===== src/rtl/dma3d_pkg.sv =====
// Shared widths, description layout and address helpers for the
// three-level DMA address sequencer. Assumes 16-bit signed offsets.
package dma3d_pkg;
    localparam int ADDR_W    = 32;
    localparam int CNT_W     = 16;
    localparam int OFS_W     = 16;
    localparam int LINK_W    = 3;
    localparam int CH_W      = 6;
    localparam int TBL_DEPTH = (1 << LINK_W) - 1;
    localparam logic [LINK_W-1:0] LINK_NULL = '1;

    typedef enum logic [1:0] {
        SYNC_ARRAY = 2'd0,
        SYNC_FRAME = 2'd1,
        SYNC_BLOCK = 2'd2,
        SYNC_ALL   = 2'd3
    } sync_mode_e;

    typedef struct packed {
        logic [ADDR_W-1:0] src_addr;
        logic [ADDR_W-1:0] dst_addr;
        logic [CNT_W-1:0]  arr_bytes;
        logic [CNT_W-1:0]  frm_arrays;
        logic [CNT_W-1:0]  blk_frames;
        logic [OFS_W-1:0]  src_aofs;
        logic [OFS_W-1:0]  dst_aofs;
        logic [OFS_W-1:0]  src_fofs;
        logic [OFS_W-1:0]  dst_fofs;
        logic [LINK_W-1:0] link;
        sync_mode_e        mode;
        logic              src_fix;
        logic              dst_fix;
        logic              chain_en;
        logic [CH_W-1:0]   chain_ch;
    } dma3d_set_t;

    localparam int SET_W = $bits(dma3d_set_t);

    // A description with any zero count has nothing to move.
    function automatic logic set_is_null(dma3d_set_t s);
        return (s.arr_bytes == '0) || (s.frm_arrays == '0) || (s.blk_frames == '0);
    endfunction

    // Advance an address by a signed offset unless the side is fixed.
    function automatic logic [ADDR_W-1:0] addr_step(logic [ADDR_W-1:0] a,
                                                     logic [OFS_W-1:0] ofs,
                                                     logic hold);
        return hold ? a : a + ADDR_W'($signed(ofs));
    endfunction
endpackage


===== src/rtl/dma3d_set_table.sv =====
// Link table: holds TBL_DEPTH descriptions written through the load port
// and reads one out by link index. The null link index reads as all zeros.
module dma3d_set_table
    import dma3d_pkg::*;
(
    input  logic              clk,
    input  logic              rst_n,
    input  logic              wr_en,
    input  logic [LINK_W-1:0] wr_idx,
    input  dma3d_set_t        wr_set,
    input  logic [LINK_W-1:0] rd_idx,
    output dma3d_set_t        rd_set
);
    dma3d_set_t ent [TBL_DEPTH];

    // Store a description into the addressed entry.
    always_ff @(posedge clk) begin
        if (!rst_n) begin
            for (int i = 0; i < TBL_DEPTH; i++) ent[i] <= '0;
        end else if (wr_en) begin
            for (int i = 0; i < TBL_DEPTH; i++)
                if (wr_idx == LINK_W'(i)) ent[i] <= wr_set;
        end
    end

    // Select the linked entry, or a null description for the null link.
    always_comb begin
        rd_set = '0;
        for (int i = 0; i < TBL_DEPTH; i++)
            if (rd_idx == LINK_W'(i)) rd_set = ent[i];
    end
endmodule


===== src/rtl/dma3d_walker.sv =====
// Holds the active description and walks its three levels. Each step
// moves to the next array. The final step reloads from the linked set.
// Assumes step is only raised while the description is non-null.
module dma3d_walker
    import dma3d_pkg::*;
(
    input  logic              clk,
    input  logic              rst_n,
    input  logic              load_act,
    input  dma3d_set_t        load_set,
    input  logic              step,
    input  dma3d_set_t        link_set,
    output logic [LINK_W-1:0] link_idx,
    output logic [ADDR_W-1:0] cur_src,
    output logic [ADDR_W-1:0] cur_dst,
    output logic [CNT_W-1:0]  cur_len,
    output sync_mode_e        mode,
    output logic              chain_en,
    output logic [CH_W-1:0]   chain_ch,
    output logic              src_fix,
    output logic              is_null,
    output logic              frame_end,
    output logic              block_end
);
    dma3d_set_t        act;
    logic [CNT_W-1:0]  arr_left;
    logic [CNT_W-1:0]  frm_left;
    logic [ADDR_W-1:0] frm_src;
    logic [ADDR_W-1:0] frm_dst;
    logic              restart;
    dma3d_set_t        nxt_set;
    logic [ADDR_W-1:0] nfrm_src;
    logic [ADDR_W-1:0] nfrm_dst;

    // Choose the reload source and the next frame start addresses.
    always_comb begin
        restart  = load_act || (step && block_end);
        nxt_set  = load_act ? load_set : link_set;
        nfrm_src = addr_step(frm_src, act.src_fofs, act.src_fix);
        nfrm_dst = addr_step(frm_dst, act.dst_fofs, act.dst_fix);
    end

    // Position and address registers for the walk.
    always_ff @(posedge clk) begin
        if (!rst_n) begin
            act      <= '0;
            arr_left <= '0;
            frm_left <= '0;
            cur_src  <= '0;
            cur_dst  <= '0;
            frm_src  <= '0;
            frm_dst  <= '0;
        end else if (restart) begin
            act      <= nxt_set;
            arr_left <= nxt_set.frm_arrays;
            frm_left <= nxt_set.blk_frames;
            cur_src  <= nxt_set.src_addr;
            cur_dst  <= nxt_set.dst_addr;
            frm_src  <= nxt_set.src_addr;
            frm_dst  <= nxt_set.dst_addr;
        end else if (step) begin
            if (frame_end) begin
                arr_left <= act.frm_arrays;
                frm_left <= frm_left - 1'b1;
                frm_src  <= nfrm_src;
                frm_dst  <= nfrm_dst;
                cur_src  <= nfrm_src;
                cur_dst  <= nfrm_dst;
            end else begin
                arr_left <= arr_left - 1'b1;
                cur_src  <= addr_step(cur_src, act.src_aofs, act.src_fix);
                cur_dst  <= addr_step(cur_dst, act.dst_aofs, act.dst_fix);
            end
        end
    end

    // Expose position flags and description fields.
    always_comb begin
        frame_end = (arr_left == CNT_W'(1));
        block_end = frame_end && (frm_left == CNT_W'(1));
        is_null   = set_is_null(act);
        link_idx  = act.link;
        cur_len   = act.arr_bytes;
        mode      = act.mode;
        chain_en  = act.chain_en;
        chain_ch  = act.chain_ch;
        src_fix   = act.src_fix;
    end
endmodule


===== src/rtl/dma3d_sync_ctrl.sv =====
// Turns sync pulses into bursts of beats, sized by the sync mode. Flags
// syncs that cannot be served and issues the chain pulse at block end.
// Assumes the walker's flags describe the beat currently offered.
module dma3d_sync_ctrl
    import dma3d_pkg::*;
(
    input  logic            clk,
    input  logic            rst_n,
    input  logic            ev_sync,
    input  logic            abort,
    input  logic            is_null,
    input  sync_mode_e      mode,
    input  logic            frame_end,
    input  logic            block_end,
    input  logic            fire,
    input  logic            chain_en,
    input  logic [CH_W-1:0] chain_ch_in,
    output logic            busy,
    output logic            ev_miss,
    output logic            chain_vld,
    output logic [CH_W-1:0] chain_ch
);
    logic stop;
    logic refuse;

    // A burst ends on its last released beat. A sync is refused when busy, null or loading.
    always_comb begin
        stop   = (mode == SYNC_ARRAY) || ((mode == SYNC_FRAME) && frame_end) || block_end;
        refuse = busy || is_null || abort;
    end

    // Burst state, missed-event pulse and chain pulse.
    always_ff @(posedge clk) begin
        if (!rst_n) begin
            busy      <= 1'b0;
            ev_miss   <= 1'b0;
            chain_vld <= 1'b0;
            chain_ch  <= '0;
        end else begin
            ev_miss   <= ev_sync && refuse;
            chain_vld <= fire && block_end && chain_en;
            if (fire && block_end && chain_en) chain_ch <= chain_ch_in;
            if (abort)                   busy <= 1'b0;
            else if (fire && stop)       busy <= 1'b0;
            else if (ev_sync && !refuse) busy <= 1'b1;
        end
    end
endmodule


===== src/rtl/dma3d_seq.sv =====
// Top of the three-level DMA address sequencer. Splits the load port
// between the active description and the link table. The walker holds the
// position, the control releases bursts. One beat per array.
module dma3d_seq
    import dma3d_pkg::*;
(
    input  logic              clk,
    input  logic              rst_n,
    input  logic              ld_valid,
    input  logic [LINK_W-1:0] ld_idx,
    input  logic [SET_W-1:0]  ld_data,
    input  logic              ev_sync,
    output logic              out_valid,
    input  logic              out_ready,
    output logic [ADDR_W-1:0] out_src,
    output logic [ADDR_W-1:0] out_dst,
    output logic [CNT_W-1:0]  out_len,
    output logic              ev_miss,
    output logic              chain_vld,
    output logic [CH_W-1:0]   chain_ch
);
    logic              load_act;
    logic              tbl_wr;
    logic              fire;
    logic              busy;
    dma3d_set_t        ld_set;
    dma3d_set_t        link_set;
    logic [LINK_W-1:0] link_idx;
    sync_mode_e        act_mode;
    logic              act_chain_en;
    logic [CH_W-1:0]   act_chain_ch;
    logic              act_src_fix;
    logic              act_null;
    logic              frm_end;
    logic              blk_end;

    // Decode the load target and the beat handshake.
    always_comb begin
        ld_set    = dma3d_set_t'(ld_data);
        load_act  = ld_valid && (ld_idx == LINK_NULL);
        tbl_wr    = ld_valid && (ld_idx != LINK_NULL);
        out_valid = busy;
        fire      = busy && out_ready;
    end

    dma3d_set_table u_tbl (
        .clk    (clk),
        .rst_n  (rst_n),
        .wr_en  (tbl_wr),
        .wr_idx (ld_idx),
        .wr_set (ld_set),
        .rd_idx (link_idx),
        .rd_set (link_set)
    );

    dma3d_walker u_walk (
        .clk       (clk),
        .rst_n     (rst_n),
        .load_act  (load_act),
        .load_set  (ld_set),
        .step      (fire),
        .link_set  (link_set),
        .link_idx  (link_idx),
        .cur_src   (out_src),
        .cur_dst   (out_dst),
        .cur_len   (out_len),
        .mode      (act_mode),
        .chain_en  (act_chain_en),
        .chain_ch  (act_chain_ch),
        .src_fix   (act_src_fix),
        .is_null   (act_null),
        .frame_end (frm_end),
        .block_end (blk_end)
    );

    dma3d_sync_ctrl u_ctrl (
        .clk         (clk),
        .rst_n       (rst_n),
        .ev_sync     (ev_sync),
        .abort       (load_act),
        .is_null     (act_null),
        .mode        (act_mode),
        .frame_end   (frm_end),
        .block_end   (blk_end),
        .fire        (fire),
        .chain_en    (act_chain_en),
        .chain_ch_in (act_chain_ch),
        .busy        (busy),
        .ev_miss     (ev_miss),
        .chain_vld   (chain_vld),
        .chain_ch    (chain_ch)
    );
endmodule


===== config.mk =====
export PLATFORM = sky130hd
export DESIGN_NAME = dma3d_seq
export DESIGN_NICKNAME = d
export VERILOG_FILES = /design/src/rtl/dma3d_pkg.sv /design/src/rtl/dma3d_set_table.sv /design/src/rtl/dma3d_walker.sv /design/src/rtl/dma3d_sync_ctrl.sv /design/src/rtl/dma3d_seq.sv
export SDC_FILE = /design/constraint.sdc
export NUM_CORES = 2
export LEC_CHECK = 0
export BUFFER_PORTS_ARGS = -buffer_cell sky130_fd_sc_hd__buf_2
export CAP_MARGIN = 5
export CORE_UTILIZATION = 35
export DETAILED_ROUTE_END_ITERATION = 16
export HOLD_SLACK_MARGIN = 0.08
export SYNTH_ARGS = -nofsm -noshare
export SYNTH_HDL_FRONTEND = slang
export SYNTH_SLANG_ARGS = --single-unit

===== constraint.sdc =====
create_clock -name clk -period 11.1 [get_ports clk]
set_input_delay 1.665 -clock clk [delete_from_list [all_inputs] [get_ports clk]]
set_output_delay 1.665 -clock clk [all_outputs]
set_load 0.01 [all_outputs]

* Word-level counts from Yosys, hierarchy flattened
Memory sizes are Yosys's and may differ from the RTL's. Index checks and enable logic that the tools add are counted.
Cells by class: bitwise gates (word level) 8, equal/unequal tests 19, mux-type cells 66, reduce and logical (&&, ||, !) cells 30, $add $sub $neg 6
Operator list (number):
- $mux W190 | 15
- $mux W32 | 16
- $add A32 B32 Y32 | 4
- $mux W16 | 6
- $logic_not A16 Y1 | 3
- $eq A16 B1 Y1 const B | 2
- $sub A16 B1 Y16 const B | 2
- $mux W1 | 29
- $eq A3 B3 Y1 const B | 7
- $eq A3 B2 Y1 const B | 4
- $logic_and A1 B1 Y1 | 10
- $logic_or A1 B1 Y1 | 7
- $or A1 B1 Y1 | 7
- $eq A3 B1 Y1 const B | 2
- $logic_not A3 Y1 | 2
- $ne A3 B2 Y1 const B | 2
- $reduce_and A2 Y1 | 3
- $reduce_bool A2 Y1 | 2
- $ne A3 B3 Y1 const B | 1
- $reduce_or A3 Y1 | 1
- $eq A2 B1 Y1 const B | 1
- $logic_not A2 Y1 | 1
- $logic_not A1 Y1 | 1
- $not A1 Y1 | 1
Storage, ports and cells: output and inout port bits 89, register bits 295, word-level logic and storage cells 153, bits in writable memories 1330, input port bits 198, memories 1
Memories:
- u_tbl.ent | depth 7, bits a word 190, rd ports 7, clocked after memory_dff 0, write ports 7, line dma3d_set_table.sv:14 | dma3d_set_t ent [TBL_DEPTH];

* Longest topological paths before layout
word-level depth 10, mapped depth 14, mapped depth without buffers 12

* Modules after synthesis
A second synthesis with hierarchy kept.
Unflattened totals: cell total of the unflattened synthesis 7773, area, all modules 80755.0 um2
By module, submodules not included:
- dma3d_set_table | times used 1, area an instance 59405.7 um2, cells each 4792, sequential area each 39938.3 um2
- dma3d_walker | times used 1, area an instance 20991.4 um2, cells each 2938, sequential area each 5725.5 um2
- dma3d_sync_ctrl | times used 1, area an instance 332.8 um2, cells each 38, sequential area each 180.2 um2
- dma3d_seq | times used 1, area an instance 25.0 um2, cells each 5, sequential area each 0.0 um2

* Worst setup path after synthesis
Ideal clock, no wire load.
path type in2reg, from input port rst_n, to memory u_tbl.ent[0][1140] (netlist name) (enable), slack 3.970 ns, cell stages on the path 4, library setup time 1.519 ns, buffers on the path 3, arrival time 5.611 ns, required time 9.581 ns, path through clkbuf_1 -> clkbuf_1 -> clkbuf_1 -> nand2_1
RTL lines:
- start: declaration | line dma3d_seq.sv:8 | input logic rst_n,
- end: declaration | line dma3d_set_table.sv:14

* Worst setup path after layout
from register u_walk.act (netlist bit u_walk.link_idx[1]), to register u_walk.act[43] (netlist name)
Between the ends: word-level cells in the longest chain between the ends 9, elaborated cells between the ends (all ways) 15, classes of those cells eq/ne (6); mux (8); reduce/logical (1)
Ends and longest elaborated chain:
- start: declaration | line dma3d_walker.sv:25 | dma3d_set_t act;
- start signal: assignment | line dma3d_walker.sv:54 | act <= nxt_set;
- $logic_not A3 Y1 | line dma3d_set_table.sv:30 | if (rd_idx == LINK_W'(i)) rd_set = ent[i];
- $mux W190 (6 in series) | line dma3d_set_table.sv:30
- $mux W190 * | line dma3d_set_table.sv:30
- $mux W190 * | line dma3d_walker.sv:38 | nxt_set = load_act ? load_set : link_set;
Every way passes the cells marked *; elsewhere a longest branch is shown, timed or not. A chain may end at the register's enable or synchronous reset.

==> flow_metrics.env <==
export IMPL_die_w_um=472
export IMPL_cts_clk_slew_worst_paths_ps=60
export IMPL_drt_iter0_markers=6308
export IMPL_cts_setup_buffers=0
export IMPL_cts_tree="built"
export IMPL_rrSetupSlack_ps=6000
export IMPL_syn2layout_area_growth_pct=12.6
export IMPL_synth_cells=7149
export IMPL_synthAdderAreaFrac=0.0218
export IMPL_synth_seq_area_share=0.593
export IMPL_critPathCaptureType="register"
export IMPL_ant_nets=0
export IMPL_power_mw=14.2
export IMPL_wl_um=264000
export IMPL_yosys_mux_area_fraction=0.0675
export IMPL_grt_max_degree=188
export IMPL_crit_top_cell="buf_4"
export IMPL_whs_ps=455
export IMPL_drc=0
export IMPL_place_inst=9883
export IMPL_crit_type="register to register"
export IMPL_path_buf_inv=4
export IMPL_status="complete, no violations"
export IMPL_required_ps=11830
export IMPL_fin_crit_sh=0.459
export IMPL_synth_flop_cell="edfxtp_1"
export IMPL_grt_pass1_vias=56400
export IMPL_endpoint="u_walk.act[43]"
export IMPL_dp_hpwl_um=163000
export IMPL_first_pass_iters=7
export IMPL_crit_fanout=55
export IMPL_finalMaxSlewViolations=0
export IMPL_layout_cells_non_filler=10200
export IMPL_ys_warn_count=0
export IMPL_p_sw_frac=0.248
export IMPL_ir_drop_v=0.000173
export IMPL_antenna_found_initial=13
export IMPL_core_um2=220000
export IMPL_routabilityCongestion=0.915
export IMPL_cts_root_buf="clkbuf_16"
export IMPL_ctsResizeCount=0
export IMPL_most_common_layout_cells="nor2_1, edfxtp_1, nand2_1"
export IMPL_cp_start_kind="register"
export IMPL_comb_power_share=0.084
export IMPL_cpPeakStageDelay_ps=890
export IMPL_crit_start="u_walk.link_idx[1]"
export IMPL_cp_data_arrival_time_ps=5830
export IMPL_async_reset_ff_frac=0
export IMPL_routedWlPerCell_um=25.8
export IMPL_slowest_stage="buf_4"
export IMPL_io_buffers=286
export IMPL_vias=58300
export IMPL_synth_distinct_cells=96
export IMPL_h_tree_depth=4
export IMPL_nets=7520
export IMPL_setup_violations=0
export IMPL_path_cells="buf_4 > buf_4 > buf_4 > buf_4 > mux2i_1 > o211ai_1 > o211ai_1 > a311oi_1"
export IMPL_ys_ff_latch=1625
export IMPL_switchingPower_mw=3.51
export IMPL_holdBufCountCts=0
export IMPL_clock_path_buffers=3
export IMPL_clock_latency_ps=850
export IMPL_grt_setup_unrepaired="false"
export IMPL_maxCapViolCount=0
export IMPL_min_period_ps=5100
export IMPL_hp_class="register to register"
export IMPL_synth_nets=7479
export IMPL_tightest_slew_ps=1270
export IMPL_cts_inserted_buffers=176
export IMPL_die_area_um2=223000
export IMPL_synth_xor_area_share=0.0131
export IMPL_rr_startpoint="u_walk.link_idx[1]"
export IMPL_synth_top_family_by_area="compound AO/OA/AOI/OAI gates"
export IMPL_grt_pass1_wl_um=383000
export IMPL_vias_per_cell=5.70
export IMPL_fmax_ghz=0.196
export IMPL_ff2ff_path_depth=8
export IMPL_grt_overflow_total=0
export IMPL_rows=172
export IMPL_setup_tns_ps=0
export IMPL_drive_gt1_frac=0.111
export IMPL_power_internal_mw=10.6
export IMPL_leakagePower_nw=30.7
export IMPL_grt_total_usage=0.230
export IMPL_io_pins=287
export IMPL_p_per_area_nw_per_um2=163
export IMPL_p_clk_frac=0.412
export IMPL_cts_sinks=1625
export IMPL_synth_simple_area_share=0.131
export IMPL_start_util=0.352
export IMPL_final_common_cell="nor2_1"
export IMPL_cp_depth=8
export IMPL_fp_dieH_um=472
export IMPL_path_delay_family="buffers and inverters"
export IMPL_synth_compound_area_frac=0.135
export IMPL_synth_edff_count=1330
export IMPL_relSlewSlack=0.152
export IMPL_rr_endpoint="u_walk.act[43]"
export IMPL_setup_slack_ps=6000
export IMPL_post_place_ws_ps=5530
export IMPL_synth_area_um2=77300
export IMPL_seqPwrFrac=0.504
export IMPL_skew_ps=47.7
export IMPL_syn_avg_cell_area_um2=10.8
export IMPL_hold_violations=0
-- how the worst min path moves through the flow --
stage,startpoint,endpoint,cells after the start
global placement,u_walk.act[90],u_walk.act[90],2
detailed placement,u_ctrl.chain_ch[4],u_ctrl.chain_ch[4],2
global route,u_walk.act[78],u_walk.act[78],2
CTS,u_ctrl.chain_ch[4],u_ctrl.chain_ch[4],2
finish,u_ctrl.chain_ch[4],u_ctrl.chain_ch[4],2
floorplan,u_walk.act[92],u_walk.act[92],2
-- Yosys cell counts (17+ instances only) --
| library cell | count | share of area |
|---|---|---|
| ha_1 | 128 | 0.021 |
| nand3_1 | 46 | 0.0030 |
| a21o_1 | 64 | 0.0062 |
| a21oi_1 | 568 | 0.037 |
| buf_4 | 17 | 0.0017 |
| o211ai_1 | 218 | 0.021 |
| inv_1 | 220 | 0.011 |
| nor2b_1 | 30 | 0.0024 |
| o21bai_1 | 32 | 0.0031 |
| mux4_2 | 114 | 0.033 |
| clkbuf_1 | 402 | 0.020 |
| nor4_1 | 25 | 0.0020 |
| mux2i_1 | 261 | 0.034 |
| xor2_1 | 49 | 0.0056 |
| a22oi_1 | 32 | 0.0031 |
| and3_1 | 19 | 0.0015 |
| o31ai_1 | 52 | 0.0051 |
| a211oi_1 | 103 | 0.010 |
| edfxtp_1 | 1330 | 0.52 |
| nor2_1 | 1567 | 0.076 |
| nand2_1 | 648 | 0.031 |
| nor3_1 | 63 | 0.0041 |
| a311oi_1 | 96 | 0.011 |
| xnor2_1 | 67 | 0.0076 |
| a31oi_1 | 73 | 0.0059 |
| o21ai_0 | 275 | 0.018 |
| buf_1 | 38 | 0.0018 |
| nand4_1 | 25 | 0.0020 |
| a221oi_1 | 32 | 0.0036 |
| buf_2 | 66 | 0.0043 |
| dfxtp_1 | 295 | 0.076 |
-- power groups by stage --
stage	Combinational [mW]	Sequential (mW)	Clock, mW
6_report	1.18	7.14	5.83
3_5_place_dp	1.18	7.27	0
4_1_cts	1.19	7.14	5.89
3_3_place_gp	1.17	7.25	0
2_1_floorplan	0.718	7.25	0
5_1_grt	1.27	7.17	6.10
-- per-stage QoR --
step,util,cell area (µm²)
3_5_place_dp,0.371,81300
6_report,0.397,87100
4_1_cts,0.397,87100
3_3_place_gp,0.371,81300
2_1_floorplan,-,77300
5_1_grt,0.397,87100
-- metal layers --
metal  track usage  up-vias  part of all wire
met3        0.0347      408             0.077
met2         0.373     2537              0.47
met1         0.302    29300              0.41
met5             0        -           0.00012
met4         0.109        6             0.049
li1              -    26000                 -
-- area by class of cell --
cell class                 instances  area [µm²]
tap                             2871        3590
timing repair buffer             390        2400
clock buffer                     236        4870
clock inverter                    91         850
multi-input combinational       4775       28700
antenna                            3        7.51
inverter                         222         838
sequential                      1625       45900
fill                           21200      132000
-- worst min-delay path, cell delays in order (launching register included) --
cell and delay, ps:
dfxtp_1 310, nand2_1 50, a21oi_1 50
-- registers in the layout, indices dropped and copies added, names as in the netlist --
name              flops
u_tbl.ent          1330
u_walk.act           97
u_walk.cur_dst       32
u_walk.cur_src       32
u_walk.frm_dst       32
u_walk.frm_src       32
u_walk.arr_left      16
u_walk.cur_len       16
u_walk.frm_left      16
u_ctrl.chain_ch       6
u_walk.chain_ch       6
u_walk.link_idx       3
u_walk.mode           2
u_ctrl.busy           1
u_ctrl.chain_vld      1
u_ctrl.ev_miss        1
u_walk.chain_en       1
u_walk.src_fix        1
-- logic make-up after synthesis --
group	count (synthesis)
AND/OR/NAND/NOR	2504
AO/OA/AOI/OAI	1645
flip-flops	1625
buffers and inverters	749
multiplexers	378
adder cells (fa/ha/maj)	132
XOR/XNOR	116
(Power assumes the default switching activity.)
